File: config.mk
export PLATFORM = sky130hd
export DESIGN_NAME = nib_alu_unit
export DESIGN_NICKNAME = d
export VERILOG_FILES = /design/src/rtl/nib_alu_pkg.sv /design/src/rtl/nib_alu_decode.sv /design/src/rtl/nib_alu_core.sv /design/src/rtl/nib_alu_seq.sv /design/src/rtl/nib_alu_unit.sv
export SDC_FILE = /design/constraint.sdc
export NUM_CORES = 1
export LEC_CHECK = 0
export ABC_CLOCK_PERIOD_IN_PS = 3800
export BUFFER_PORTS_ARGS = -buffer_cell sky130_fd_sc_hd__buf_2
export CORE_UTILIZATION = 47
export DETAILED_ROUTE_END_ITERATION = 10
export PLACE_DENSITY = 0.86
export SLEW_MARGIN = 20
export SYNTH_ARGS = -nofsm -noshare
export SYNTH_HDL_FRONTEND = slang
export SYNTH_SLANG_ARGS = --single-unit
File: constraint.sdc
create_clock -name clk -period 3.8 [get_ports clk]
set_input_delay 0.38 -clock clk [delete_from_list [all_inputs] [get_ports clk]]
set_output_delay 0.38 -clock clk [all_outputs]
set_load 0.05 [all_outputs]
File: src/rtl/nib_alu_pkg.sv
package nib_alu_pkg;

   localparam int OPC_W = 8;

   typedef enum logic [2:0] {
      K_NONE,
      K_ADD,
      K_ADC,
      K_INC,
      K_DEC
   } alu_kind_e;

   typedef enum logic [1:0] {
      S_IDLE,
      S_READ,
      S_CALC,
      S_WRITE
   } seq_state_e;

   typedef struct packed {
      logic z;
      logic n;
      logic h;
      logic c;
   } flag_set_t;

endpackage

File: src/rtl/nib_alu_decode.sv
module nib_alu_decode
   import nib_alu_pkg::*;
(
   input  logic [OPC_W-1:0] opcode,
   output alu_kind_e        kind,
   output logic             mem_form
);

   logic step_grp;

   // Step opcodes live in the lowest quarter: column 4 steps up, column 5 steps down.
   assign step_grp = (opcode[7:6] == 2'b00) && (opcode[2:1] == 2'b10);

   always_comb begin
      kind = K_NONE;
      if (step_grp) begin
         kind = opcode[0] ? K_DEC : K_INC;
      end else if (opcode[7:3] == 5'b10000) begin
         kind = K_ADD;
      end else if (opcode[7:3] == 5'b10001) begin
         kind = K_ADC;
      end
   end

   // Row 6 of the step group addresses memory through the pair.
   assign mem_form = step_grp && (opcode[5:3] == 3'b110);

endmodule

File: src/rtl/nib_alu_core.sv
module nib_alu_core
   import nib_alu_pkg::*;
#(
   parameter int DATA_W      = 8,
   parameter int HALF_W      = 4,
   parameter bit SPLIT_CHAIN = 1'b0
) (
   input  alu_kind_e         kind,
   input  logic [DATA_W-1:0] a,
   input  logic [DATA_W-1:0] b,
   input  logic              cin,
   output logic [DATA_W-1:0] res,
   output flag_set_t         flags,
   output flag_set_t         wr_en
);

   localparam int HI_W = DATA_W - HALF_W;

   if (HALF_W < 1 || HALF_W >= DATA_W) begin : g_bad_split
      $error("nib_alu_core: HALF_W must lie between 1 and DATA_W-1");
   end

   logic [DATA_W-1:0] b_eff;
   logic              cin_eff;
   logic [HALF_W:0]   lo_sum;
   logic              cout;
   logic              arith;

   always_comb begin
      unique case (kind)
         K_INC:   b_eff = DATA_W'(1);
         K_DEC:   b_eff = '1;
         default: b_eff = b;
      endcase
   end

   assign cin_eff = (kind == K_ADC) && cin;
   assign arith   = (kind == K_ADD) || (kind == K_ADC);

   assign lo_sum = {1'b0, a[HALF_W-1:0]} + {1'b0, b_eff[HALF_W-1:0]}
                 + {{HALF_W{1'b0}}, cin_eff};

   if (SPLIT_CHAIN) begin : g_chain
      logic [HI_W:0] hi_sum;
      assign hi_sum = {1'b0, a[DATA_W-1:HALF_W]} + {1'b0, b_eff[DATA_W-1:HALF_W]}
                    + {{HI_W{1'b0}}, lo_sum[HALF_W]};
      assign res  = {hi_sum[HI_W-1:0], lo_sum[HALF_W-1:0]};
      assign cout = hi_sum[HI_W];
   end else begin : g_wide
      logic [DATA_W:0] full;
      assign full = {1'b0, a} + {1'b0, b_eff} + {{DATA_W{1'b0}}, cin_eff};
      assign res  = full[DATA_W-1:0];
      assign cout = full[DATA_W];
   end

   // Stepping down adds all ones: no nibble carry means a borrow out of the low nibble.
   always_comb begin
      flags.z = (res == '0);
      flags.n = (kind == K_DEC);
      flags.h = (kind == K_DEC) ? ~lo_sum[HALF_W] : lo_sum[HALF_W];
      flags.c = arith && cout;
      wr_en.z = (kind != K_NONE);
      wr_en.n = (kind != K_NONE);
      wr_en.h = (kind != K_NONE);
      wr_en.c = arith;
   end

endmodule

File: src/rtl/nib_alu_seq.sv
module nib_alu_seq
   import nib_alu_pkg::*;
#(
   parameter int ADDR_W = 16
) (
   input  logic              clk,
   input  logic              rst_n,
   input  logic              launch,
   input  alu_kind_e         kind_in,
   input  logic [ADDR_W-1:0] addr_in,
   output seq_state_e        state,
   output alu_kind_e         kind_q,
   output logic [ADDR_W-1:0] addr_q
);

   seq_state_e state_nx;

   always_comb begin
      state_nx = state;
      unique case (state)
         S_IDLE:  if (launch) state_nx = S_READ;
         S_READ:  state_nx = S_CALC;
         S_CALC:  state_nx = S_WRITE;
         S_WRITE: state_nx = S_IDLE;
         default: state_nx = S_IDLE;
      endcase
   end

   always_ff @(posedge clk) begin
      if (!rst_n) begin
         state  <= S_IDLE;
         kind_q <= K_NONE;
         addr_q <= '0;
      end else begin
         state <= state_nx;
         if (state == S_IDLE && launch) begin
            kind_q <= kind_in;
            addr_q <= addr_in;
         end
      end
   end

   // a running sequence holds its captured address until it returns to idle
   p_addr_held_r8: assert property (@(posedge clk) disable iff (!rst_n)
      (state != S_IDLE && state != S_WRITE) |=> $stable(addr_q));

endmodule

File: src/rtl/nib_alu_unit.sv
module nib_alu_unit
   import nib_alu_pkg::*;
#(
   parameter int DATA_W      = 8,
   parameter int HALF_W      = 4,
   parameter int ADDR_W      = 16,
   parameter bit SPLIT_CHAIN = 1'b0
) (
   input  logic              clk,
   input  logic              rst_n,
   input  logic              start,
   input  logic [7:0]        opcode,
   input  logic [DATA_W-1:0] opnd_a,
   input  logic [DATA_W-1:0] opnd_b,
   input  logic              carry_in,
   input  logic [ADDR_W-1:0] pair_addr,
   input  logic [DATA_W-1:0] mem_rdata,
   output logic [DATA_W-1:0] result,
   output logic              res_valid,
   output logic              flag_z,
   output logic              flag_n,
   output logic              flag_h,
   output logic              flag_c,
   output logic              we_z,
   output logic              we_n,
   output logic              we_h,
   output logic              we_c,
   output logic              mem_req,
   output logic              mem_we,
   output logic [ADDR_W-1:0] mem_addr,
   output logic [DATA_W-1:0] mem_wdata,
   output logic              busy
);

   if (ADDR_W < 1) begin : g_bad_addr
      $error("nib_alu_unit: ADDR_W must be positive");
   end

   alu_kind_e         dec_kind;
   logic              dec_mem;
   seq_state_e        state;
   alu_kind_e         kind_q;
   logic [ADDR_W-1:0] addr_q;
   alu_kind_e         alu_kind;
   logic [DATA_W-1:0] alu_a;
   logic [DATA_W-1:0] alu_res;
   flag_set_t         alu_flags;
   flag_set_t         alu_en;
   logic              load_reg;
   logic              load_mem;
   logic              launch;
   logic [DATA_W-1:0] result_q;
   flag_set_t         flags_q;
   flag_set_t         en_q;
   logic              valid_q;

   nib_alu_decode u_decode (
      .opcode   (opcode),
      .kind     (dec_kind),
      .mem_form (dec_mem)
   );

   assign busy     = (state != S_IDLE);
   assign load_reg = start && !busy && (dec_kind != K_NONE) && !dec_mem;
   assign launch   = start && !busy && dec_mem;
   assign load_mem = (state == S_CALC);

   nib_alu_seq #(.ADDR_W(ADDR_W)) u_seq (
      .clk     (clk),
      .rst_n   (rst_n),
      .launch  (launch),
      .kind_in (dec_kind),
      .addr_in (pair_addr),
      .state   (state),
      .kind_q  (kind_q),
      .addr_q  (addr_q)
   );

   assign alu_kind = load_mem ? kind_q : dec_kind;
   assign alu_a    = load_mem ? mem_rdata : opnd_a;

   nib_alu_core #(
      .DATA_W      (DATA_W),
      .HALF_W      (HALF_W),
      .SPLIT_CHAIN (SPLIT_CHAIN)
   ) u_core (
      .kind  (alu_kind),
      .a     (alu_a),
      .b     (opnd_b),
      .cin   (carry_in),
      .res   (alu_res),
      .flags (alu_flags),
      .wr_en (alu_en)
   );

   always_ff @(posedge clk) begin
      if (!rst_n) begin
         result_q <= '0;
         flags_q  <= '0;
         en_q     <= '0;
         valid_q  <= 1'b0;
      end else begin
         valid_q <= load_reg || load_mem;
         if (load_reg || load_mem) begin
            result_q <= alu_res;
            flags_q  <= alu_flags;
            en_q     <= alu_en;
         end else begin
            en_q <= '0;
         end
      end
   end

   assign result    = result_q;
   assign res_valid = valid_q;
   assign flag_z    = flags_q.z;
   assign flag_n    = flags_q.n;
   assign flag_h    = flags_q.h;
   assign flag_c    = flags_q.c;
   assign we_z      = en_q.z;
   assign we_n      = en_q.n;
   assign we_h      = en_q.h;
   assign we_c      = en_q.c;
   assign mem_req   = (state == S_READ) || (state == S_WRITE);
   assign mem_we    = (state == S_WRITE);
   assign mem_addr  = addr_q;
   assign mem_wdata = result_q;

   // a read is followed by one idle cycle, then the write-back
   p_read_gap_write_r7: assert property (@(posedge clk) disable iff (!rst_n)
      (mem_req && !mem_we) |=> !mem_req ##1 (mem_req && mem_we));

   // the write-back goes to the address that was read
   p_write_same_addr_r7: assert property (@(posedge clk) disable iff (!rst_n)
      (mem_req && mem_we) |-> (mem_addr == $past(mem_addr, 2)));

   // the written byte is the reported result
   p_write_is_result_r7: assert property (@(posedge clk) disable iff (!rst_n)
      (mem_req && mem_we) |-> (res_valid && mem_wdata == result));

   // an update without carry write is a step operation: three enables, carry low
   p_step_keeps_carry_r5: assert property (@(posedge clk) disable iff (!rst_n)
      (res_valid && !we_c) |-> (!flag_c && we_z && we_n && we_h));

   // add operations never report subtract
   p_add_clears_n_r1: assert property (@(posedge clk) disable iff (!rst_n)
      (res_valid && we_c) |-> (!flag_n && we_z && we_h));

   // zero flag agrees with the reported byte
   p_zero_matches_r10: assert property (@(posedge clk) disable iff (!rst_n)
      res_valid |-> (flag_z == (result == '0)));

   // no memory traffic outside a sequence
   p_idle_no_req_r9: assert property (@(posedge clk) disable iff (!rst_n)
      !busy |-> !mem_req);

endmodule

==> results of run 1 <==
==> critical path, cell delays in order, from the launching register on <==
cell and delay (ps):
sky130_fd_sc_hd__dfxtp_1 370, sky130_fd_sc_hd__inv_1 90, sky130_fd_sc_hd__ha_1 390, sky130_fd_sc_hd__nor3_1 310
sky130_fd_sc_hd__a31oi_2 130, sky130_fd_sc_hd__nor3b_1 240, sky130_fd_sc_hd__fa_1 430, sky130_fd_sc_hd__fa_1 420
sky130_fd_sc_hd__nand2b_1 180, sky130_fd_sc_hd__a21oi_1 240, sky130_fd_sc_hd__xor2_1 130, sky130_fd_sc_hd__nor2_1 130
sky130_fd_sc_hd__o211ai_1 100, sky130_fd_sc_hd__o41ai_2 210
==> registers in the layout, indices dropped and copies added, names as in the netlist <==
name / cells
u_seq.addr_q: 16
res_valid: 1
we_c: 1
flag_c: 1
u_seq.kind_q: 3
u_seq.state: 2
flag_z: 1
flag_h: 1
mem_wdata: 8
flag_n: 1
we_h: 1
==> where the power goes <==
group	leakage (nW)	internal (mW)	switching, mW
clock	0.0445	0.147	0.136
sequential	0.290	0.385	0.00593
combinational	0.920	0.0845	0.141
==> metal layers <==
layer | GRT usage [%] | vias to the layer above | part of all wire (%)
li1 | - | 1012 | -
met1 | 28.5 | 951 | 42
met2 | 38.2 | 76 | 49
met3 | 5.92 | 17 | 6.2
met4 | 13.8 | 0 | 3.2
met5 | 0 | - | 0
==> final cells by class <==
class | count | area share [%]
Multi-Input combinational cell | 186 | 47.3
Sequential cell | 36 | 27.2
Timing Repair Buffer | 98 | 18.8
Clock buffer | 7 | 3.26
Tap cell | 50 | 2.36
Inverter | 6 | 0.850
Clock inverter | 1 | 0.283
==> layout by cell type (no fill, tap or decap), types with 2 or more instances in the layout <==
cell / count
sky130_fd_sc_hd__nand2_1: 56
sky130_fd_sc_hd__o21a_1: 10
sky130_fd_sc_hd__nor2b_1: 2
sky130_fd_sc_hd__o211a_1: 3
sky130_fd_sc_hd__buf_2: 95
sky130_fd_sc_hd__o21ai_0: 6
sky130_fd_sc_hd__nand3_1: 3
sky130_fd_sc_hd__nor3_1: 6
sky130_fd_sc_hd__buf_4: 3
sky130_fd_sc_hd__nor2_1: 15
sky130_fd_sc_hd__a31oi_1: 2
sky130_fd_sc_hd__fa_1: 2
sky130_fd_sc_hd__inv_1: 6
sky130_fd_sc_hd__xor2_1: 3
sky130_fd_sc_hd__a21boi_0: 24
sky130_fd_sc_hd__dfxtp_1: 36
sky130_fd_sc_hd__clkbuf_8: 6
sky130_fd_sc_hd__a21oi_1: 5
sky130_fd_sc_hd__nand2b_1: 3
sky130_fd_sc_hd__or4_1: 2
sky130_fd_sc_hd__mux2_2: 7
sky130_fd_sc_hd__xnor2_1: 3
sky130_fd_sc_hd__ha_1: 11
==> worst paths after layout <==
path | to | slack [ps] | cells after the start
max | flag_z$_SDFFE_PN0N_ | 330 | 13
min | u_seq.addr_q[13]$_SDFFE_PN0P_ | 330 | 3
max reg2reg | flag_z$_SDFFE_PN0N_ | 330 | 13
min reg2reg | u_seq.addr_q[9]$_SDFFE_PN0P_ | 460 | 2
==> cells by family (layout without fill, tap and decap cells) <==
group	count (synthesis)	in the layout	share of synthesized area, %
multiplexers	8	8	4.22
flip-flops	36	36	34.2
adder cells (fa/ha/maj)	13	13	8.43
XOR/XNOR	6	6	2.49
buffers and inverters	26	112	6.65
AO/OA/AOI/OAI	62	62	23.2
AND/OR/NAND/NOR	97	97	20.8
==> results.yml, run 1 <==
final_layout:
  final_util_pct: 63.9
  layout-area-overhead-vs-synth_pct: 25.8
  fin_nets: 398
  multi_input_comb_area_um2: 1250
  diodes: 0
  layout.filler_cells: 370
  post_layout_nonfiller_instances: 384
  final_cell_area_um2: 2650
  sequential_cell_area_um2: 721
  post_route_cells_drive_above_1_share_pct: 36.5
logic_synthesis:
  synthesis.instances: 248
  synth_top_flop_cell: "sky130_fd_sc_hd__dfxtp_1"
  synthTopCellsByCount: "sky130_fd_sc_hd__nand2_1 (56), sky130_fd_sc_hd__dfxtp_1 (36), sky130_fd_sc_hd__a21boi_0 (24)"
  netlist_area_um2: 2110
  postSynth.asyncResetShare_pct: 0
  ys_types: 46
  synthDominantCellAreaShare_pct: 34.2
  postSynthAreaPerCell_um2: 8.50
  synth_seq_cells: 36
  yosys-top-cells-area: "sky130_fd_sc_hd__dfxtp_1 (34%), sky130_fd_sc_hd__nand2_1 (10%), sky130_fd_sc_hd__a21boi_0 (8.6%)"
  synth_most_common_cell: "sky130_fd_sc_hd__nand2_1"
  synth_edf_count: 0
  postSynthNetCount: 313
  ys_seq_area_share_pct: 34.2
  yosysWarningCount: 0
  synthDominantAreaCellType: "sky130_fd_sc_hd__dfxtp_1"
critical_path:
  start_kind: "flop"
  worstSetupEndpointType: "flop"
  r2r-start: "u_seq.state[0]$_SDFFE_PN0P_"
  cp.required_ps: 4000
  worst_path_max_fanout: 13
  path_class: "reg2reg"
  cp-startpoint: "u_seq.state[0]$_SDFFE_PN0P_"
  worst-endpoint-arrival_ps: 3670
die:
  initial_core_util_pct: 50.8
  num_io_pins: 96
  die_w_um: 69.0
  die-area_um2: 4750
  core-area_um2: 4140
  fp.dieH_um: 69.0
  rows: 23
placement:
  placed_area_um2: 2550
  routabilityCongestion: 0.914
  detailedPlacementHpwl_um: 4080
  placedCellCount: 376
  port-buffer-count: 95
  dp_worst_setup_slack_ps: 192
clocking:
  postCtsSetupBuffers: 0
  h_tree_depth: 2
  cts_repair_resize_count: 0
  cts_max_path_buffers: 2
  clk-insertion-delay-late_ps: 290
  worst_setup_hold_path_clk_slew_ps: 70
  cts_num_sinks: 36
  cts_tree: "built"
  tritoncts.num_buffers: 5
  clock_tree.root_cell: "sky130_fd_sc_hd__clkbuf_8"
  cts_hold_buffers: 0
run_status:
  status: "finished, final reports clean"
routing:
  ant_nets: 0
  wire_per_inst_um: 13.8
  drt_pre_antenna_iters: 4
  drt_iter0_drc: 163
  route.detailed.drc: 0
  vias: 2056
  drt-vias-per-instance: 5.35
  drt_wl_total_um: 5280
global_route:
  grt_pass1_wl_um: 8200
  grt.total_usage_pct: 23.8
  overflow: 0
  largest_net_degree_at_the_start_of_global_routing: 34
  grt_pass1_vias: 1850
  antenna_found_initial: 0
sta:
  timing.final.crit_share_pct: 91.2
  fin_worst_hold_slack_ps: 330
  achievable-frequency_mhz: 288
  layout_setup_ws_ps: 334
  timing.final.hold_violations: 0
  timing.setup.tns_ps: 0
  maxSlewHeadroom_pct: 46.6
  worst_slew_pin_slew_ps: 798
  final-setup-viol-count: 0
  period_needed_ps: 3470
  slew_viol_final: 0
  grt_setup_unrepaired: "no"
  final_clock_skew_ps: 8.13
pwr:
  totalPowerFinal_mw: 0.900
  ratio_of_total_power_to_cell_area_nw_per_um2: 339
  power_leakage_nw: 1.26
  vdd.ir_drop.worst_mv: 0.256
flow_run:
  cap_violations: 0
hold_path:
  timing.hold.worst.start: "pair_addr[13]"
  holdCritPathClass: "in2reg"
Note: power is estimated with default switching activity, not from simulation.
==> run 2, diff against run 1 <==
Settings changed: CORE_UTILIZATION 47 to 49, PLACE_DENSITY 0.86 to 0.87, SYNTH_HIERARCHICAL set to 1.
==> run 2 against run 1 <==
Sequential cell count grew 2. Sequential power up 11%. Largest power group is now combinational cells. Cell area up 15%. Critical path depth grew 3. Die area rose by 9.7%. Non-clock buffer count grew 14. Setup slack got worse by 77 ps.
==> results.yml, run 2 <==
pwr:
  power_leakage_nw: 1.53
  power_frac_comb_pct: 38.6
  ratio_of_total_power_to_cell_area_nw_per_um2: 381
  netSwitchingPower_mw: 0.424
  p_seq_share_pct: 37.3
  power.share.clock_pct: 24.1
  totalPowerFinal_mw: 1.16
  vdd.ir_drop.worst_mv: 0.169
  power_report.internal_total_mw: 0.736
  switch_share_pct: 36.5
routing:
  drt_iter0_drc: 103
  vias: 2189
  drt-vias-per-instance: 4.93
  drt_pre_antenna_iters: 6
  ant_nets: 0
  route.detailed.drc: 0
  drt_wl_total_um: 5240
  wire_per_inst_um: 11.8
logic_synthesis:
  ys_seq_area_share_pct: 31.5
  synthDominantCellAreaShare_pct: 31.5
  postSynthNetCount: 346
  synthTopCellsByCount: "sky130_fd_sc_hd__nand2_1 (72), sky130_fd_sc_hd__dfxtp_1 (38), sky130_fd_sc_hd__nor2_1 (19)"
  yosysWarningCount: 6
  synthDominantAreaCellType: "sky130_fd_sc_hd__dfxtp_1"
  synth_edf_count: 0
  synth_most_common_cell: "sky130_fd_sc_hd__nand2_1"
  ys_types: 52
  synth_top_flop_cell: "sky130_fd_sc_hd__dfxtp_1"
  postSynth.asyncResetShare_pct: 0
  postSynthAreaPerCell_um2: 8.57
  yosys-top-cells-area: "sky130_fd_sc_hd__dfxtp_1 (31%), sky130_fd_sc_hd__nand2_1 (11%), sky130_fd_sc_hd__mux2i_1 (5.8%)"
  synth_seq_cells: 38
  netlist_area_um2: 2420
  synthesis.instances: 282
sta:
  final-setup-viol-count: 0
  worst_slew_pin_slew_ps: 714
  maxSlewHeadroom_pct: 52.4
  grt_setup_unrepaired: "no"
  timing.setup.tns_ps: 0
  final_clock_skew_ps: 4.24
  slew_viol_final: 0
  timing.final.crit_share_pct: 93.2
  period_needed_ps: 3540
  timing.final.hold_violations: 0
  achievable-frequency_mhz: 282
die:
  die_w_um: 72.2
  initial_core_util_pct: 51.2
  rows: 25
  core-area_um2: 4720
  num_io_pins: 96
  fp.dieH_um: 72.2
  die-area_um2: 5220
final_layout:
  post_route_cells_drive_above_1_share_pct: 42.4
  fin_nets: 440
  diodes: 0
  flip_flop_count_of_the_largest_register_all_copies_and_words_added: 16
  layout-area-overhead-vs-synth_pct: 26.2
  largest_register: "u_seq/addr_q"
  layout_commonest_cell: "sky130_fd_sc_hd__buf_2"
  most-common-layout-cells: "sky130_fd_sc_hd__buf_2 (95), sky130_fd_sc_hd__nand2_1 (72), sky130_fd_sc_hd__dfxtp_1 (38)"
  layout.filler_cells: 390
hold_path:
  timing.hold.worst.start: "pair_addr[5]"
  min_delay_path_depth: 3
  holdCritPathClass: "in2reg"
  worstHoldEndpoint: "u_seq/addr_q[5]$_SDFFE_PN0P_"
critical_path:
  regToRegEndpoint: "flag_z$_SDFFE_PN0P_"
  timing.reg2reg.worst_path_depth: 15
  cp.required_ps: 4010
  path_class: "in2reg"
  worstSetupEndpointType: "flop"
  start_kind: "input pin"
  reg2reg_slack_ps: 280
  r2r-start: "u_seq/state[0]$_SDFFE_PN0P_"
  worst_path_max_fanout: 4
  worst-endpoint-arrival_ps: 3750
clocking:
  worst_setup_hold_path_clk_slew_ps: 70
  cts_max_path_buffers: 2
  clock_tree.root_cell: "sky130_fd_sc_hd__clkbuf_8"
  h_tree_depth: 2
  tritoncts.num_buffers: 5
  cts_num_sinks: 38
  cts_tree: "built"
  cts_hold_buffers: 0
  clk-insertion-delay-late_ps: 280
global_route:
  grt_pass1_vias: 1965
  grt_pass1_wl_um: 8080
  overflow: 0
  grt.total_usage_pct: 19.5
  antenna_found_initial: 0
  largest_net_degree_at_the_start_of_global_routing: 51
placement:
  port-buffer-count: 95
  detailedPlacementHpwl_um: 4090
  routabilityCongestion: 0.933
flow_run:
  cap_violations: 0
run_status:
  status: "finished, final reports clean"
run 2: repair_timing:
action,in CTS,in global routing
setup endpoints to repair,0,1
buffers inserted,0,2
resized for setup,0,4
run 2: cells by family after synthesis:
group                    after synthesis  share of synthesized area [%]
multiplexers                          25                           10.9
flip-flops                            38                           31.5
AO/OA/AOI/OAI                         43                           14.7
buffers and inverters                 36                           9.17
AND/OR/NAND/NOR                      121                           24.4
XOR/XNOR                               7                           2.54
adder cells (fa/ha/maj)               12                           6.84
run 2: final cells by class:
class	count	area (um^2)	share of cell area, %
clock buffer	7	86.3	2.83
clock inverter	1	5.00	0.164
inverter	11	41.3	1.35
multi-input combinational	208	1470	48.2
sequential	38	761	25.0
tap	67	83.8	2.75
timing repair buffer	112	603	19.8
run 2: per-stage QoR:
stage / area [um^2] / cells / util [%] / setup WS [ps] / hold slack (ps)
2_1_floorplan: 2440 / 282 / - / 8.05 / 440
3_3_place_gp: 2930 / 434 / 62.0 / 5.35 / 448
3_5_place_dp: 2930 / 434 / 62.0 / -125 / 456
4_1_cts: 3020 / 442 / 63.9 / 162 / 334
5_1_grt: 3050 / 444 / 64.5 / 14.3 / 332
6_report: 3050 / 444 / 64.5 / 257 / 341
run 2: worst max path at each step:
stage                                     start                  end  slack [ps]  cells past startpoint
finish                                opcode[6]  flag_z$_SDFFE_PN0P_         260                     16
global placement                      opcode[6]  flag_z$_SDFFE_PN0P_           5                     16
floorplan                             opcode[6]  flag_z$_SDFFE_PN0P_           8                     16
detailed placement                    opcode[6]  flag_z$_SDFFE_PN0P_        -130                     16
global route        u_seq/state[0]$_SDFFE_PN0P_  flag_z$_SDFFE_PN0P_          10                     15
CTS                                   opcode[6]  flag_z$_SDFFE_PN0P_         160                     16
run 2: critical path: stages:
cell and delay, ps:
sky130_fd_sc_hd__buf_2 100, sky130_fd_sc_hd__or4b_4 570, sky130_fd_sc_hd__nor2_4 120, sky130_fd_sc_hd__mux2_2 160
sky130_fd_sc_hd__nor2b_2 160, sky130_fd_sc_hd__nor2b_4 160, sky130_fd_sc_hd__a211oi_1 70, sky130_fd_sc_hd__fa_2 380
sky130_fd_sc_hd__fa_2 350, sky130_fd_sc_hd__nand2b_2 210, sky130_fd_sc_hd__a21oi_4 140, sky130_fd_sc_hd__xnor2_1 90
sky130_fd_sc_hd__or4_4 480, sky130_fd_sc_hd__nor4_2 140, sky130_fd_sc_hd__nand2_1 70, sky130_fd_sc_hd__mux2i_1 150
run 2: power by group through the flow:
stage | Combinational (mW) | Sequential, mW | Clock (mW)
final | 0.448 | 0.433 | 0.279
after global placement | 0.430 | 0.440 | 0
after CTS | 0.443 | 0.432 | 0.281
after detailed placement | 0.440 | 0.441 | 0
after global routing | 0.485 | 0.436 | 0.297
after floorplan | 0.308 | 0.481 | 0
run 2: routing by layer:
| layer | global-route usage [%] | share of wire (%) |
|---|---|---|
| met5 | 0 | 0 |
| met4 | 6.54 | 0.97 |
| met3 | 3.33 | 4.3 |
| met1 | 23.7 | 47 |
| met2 | 34.8 | 48 |
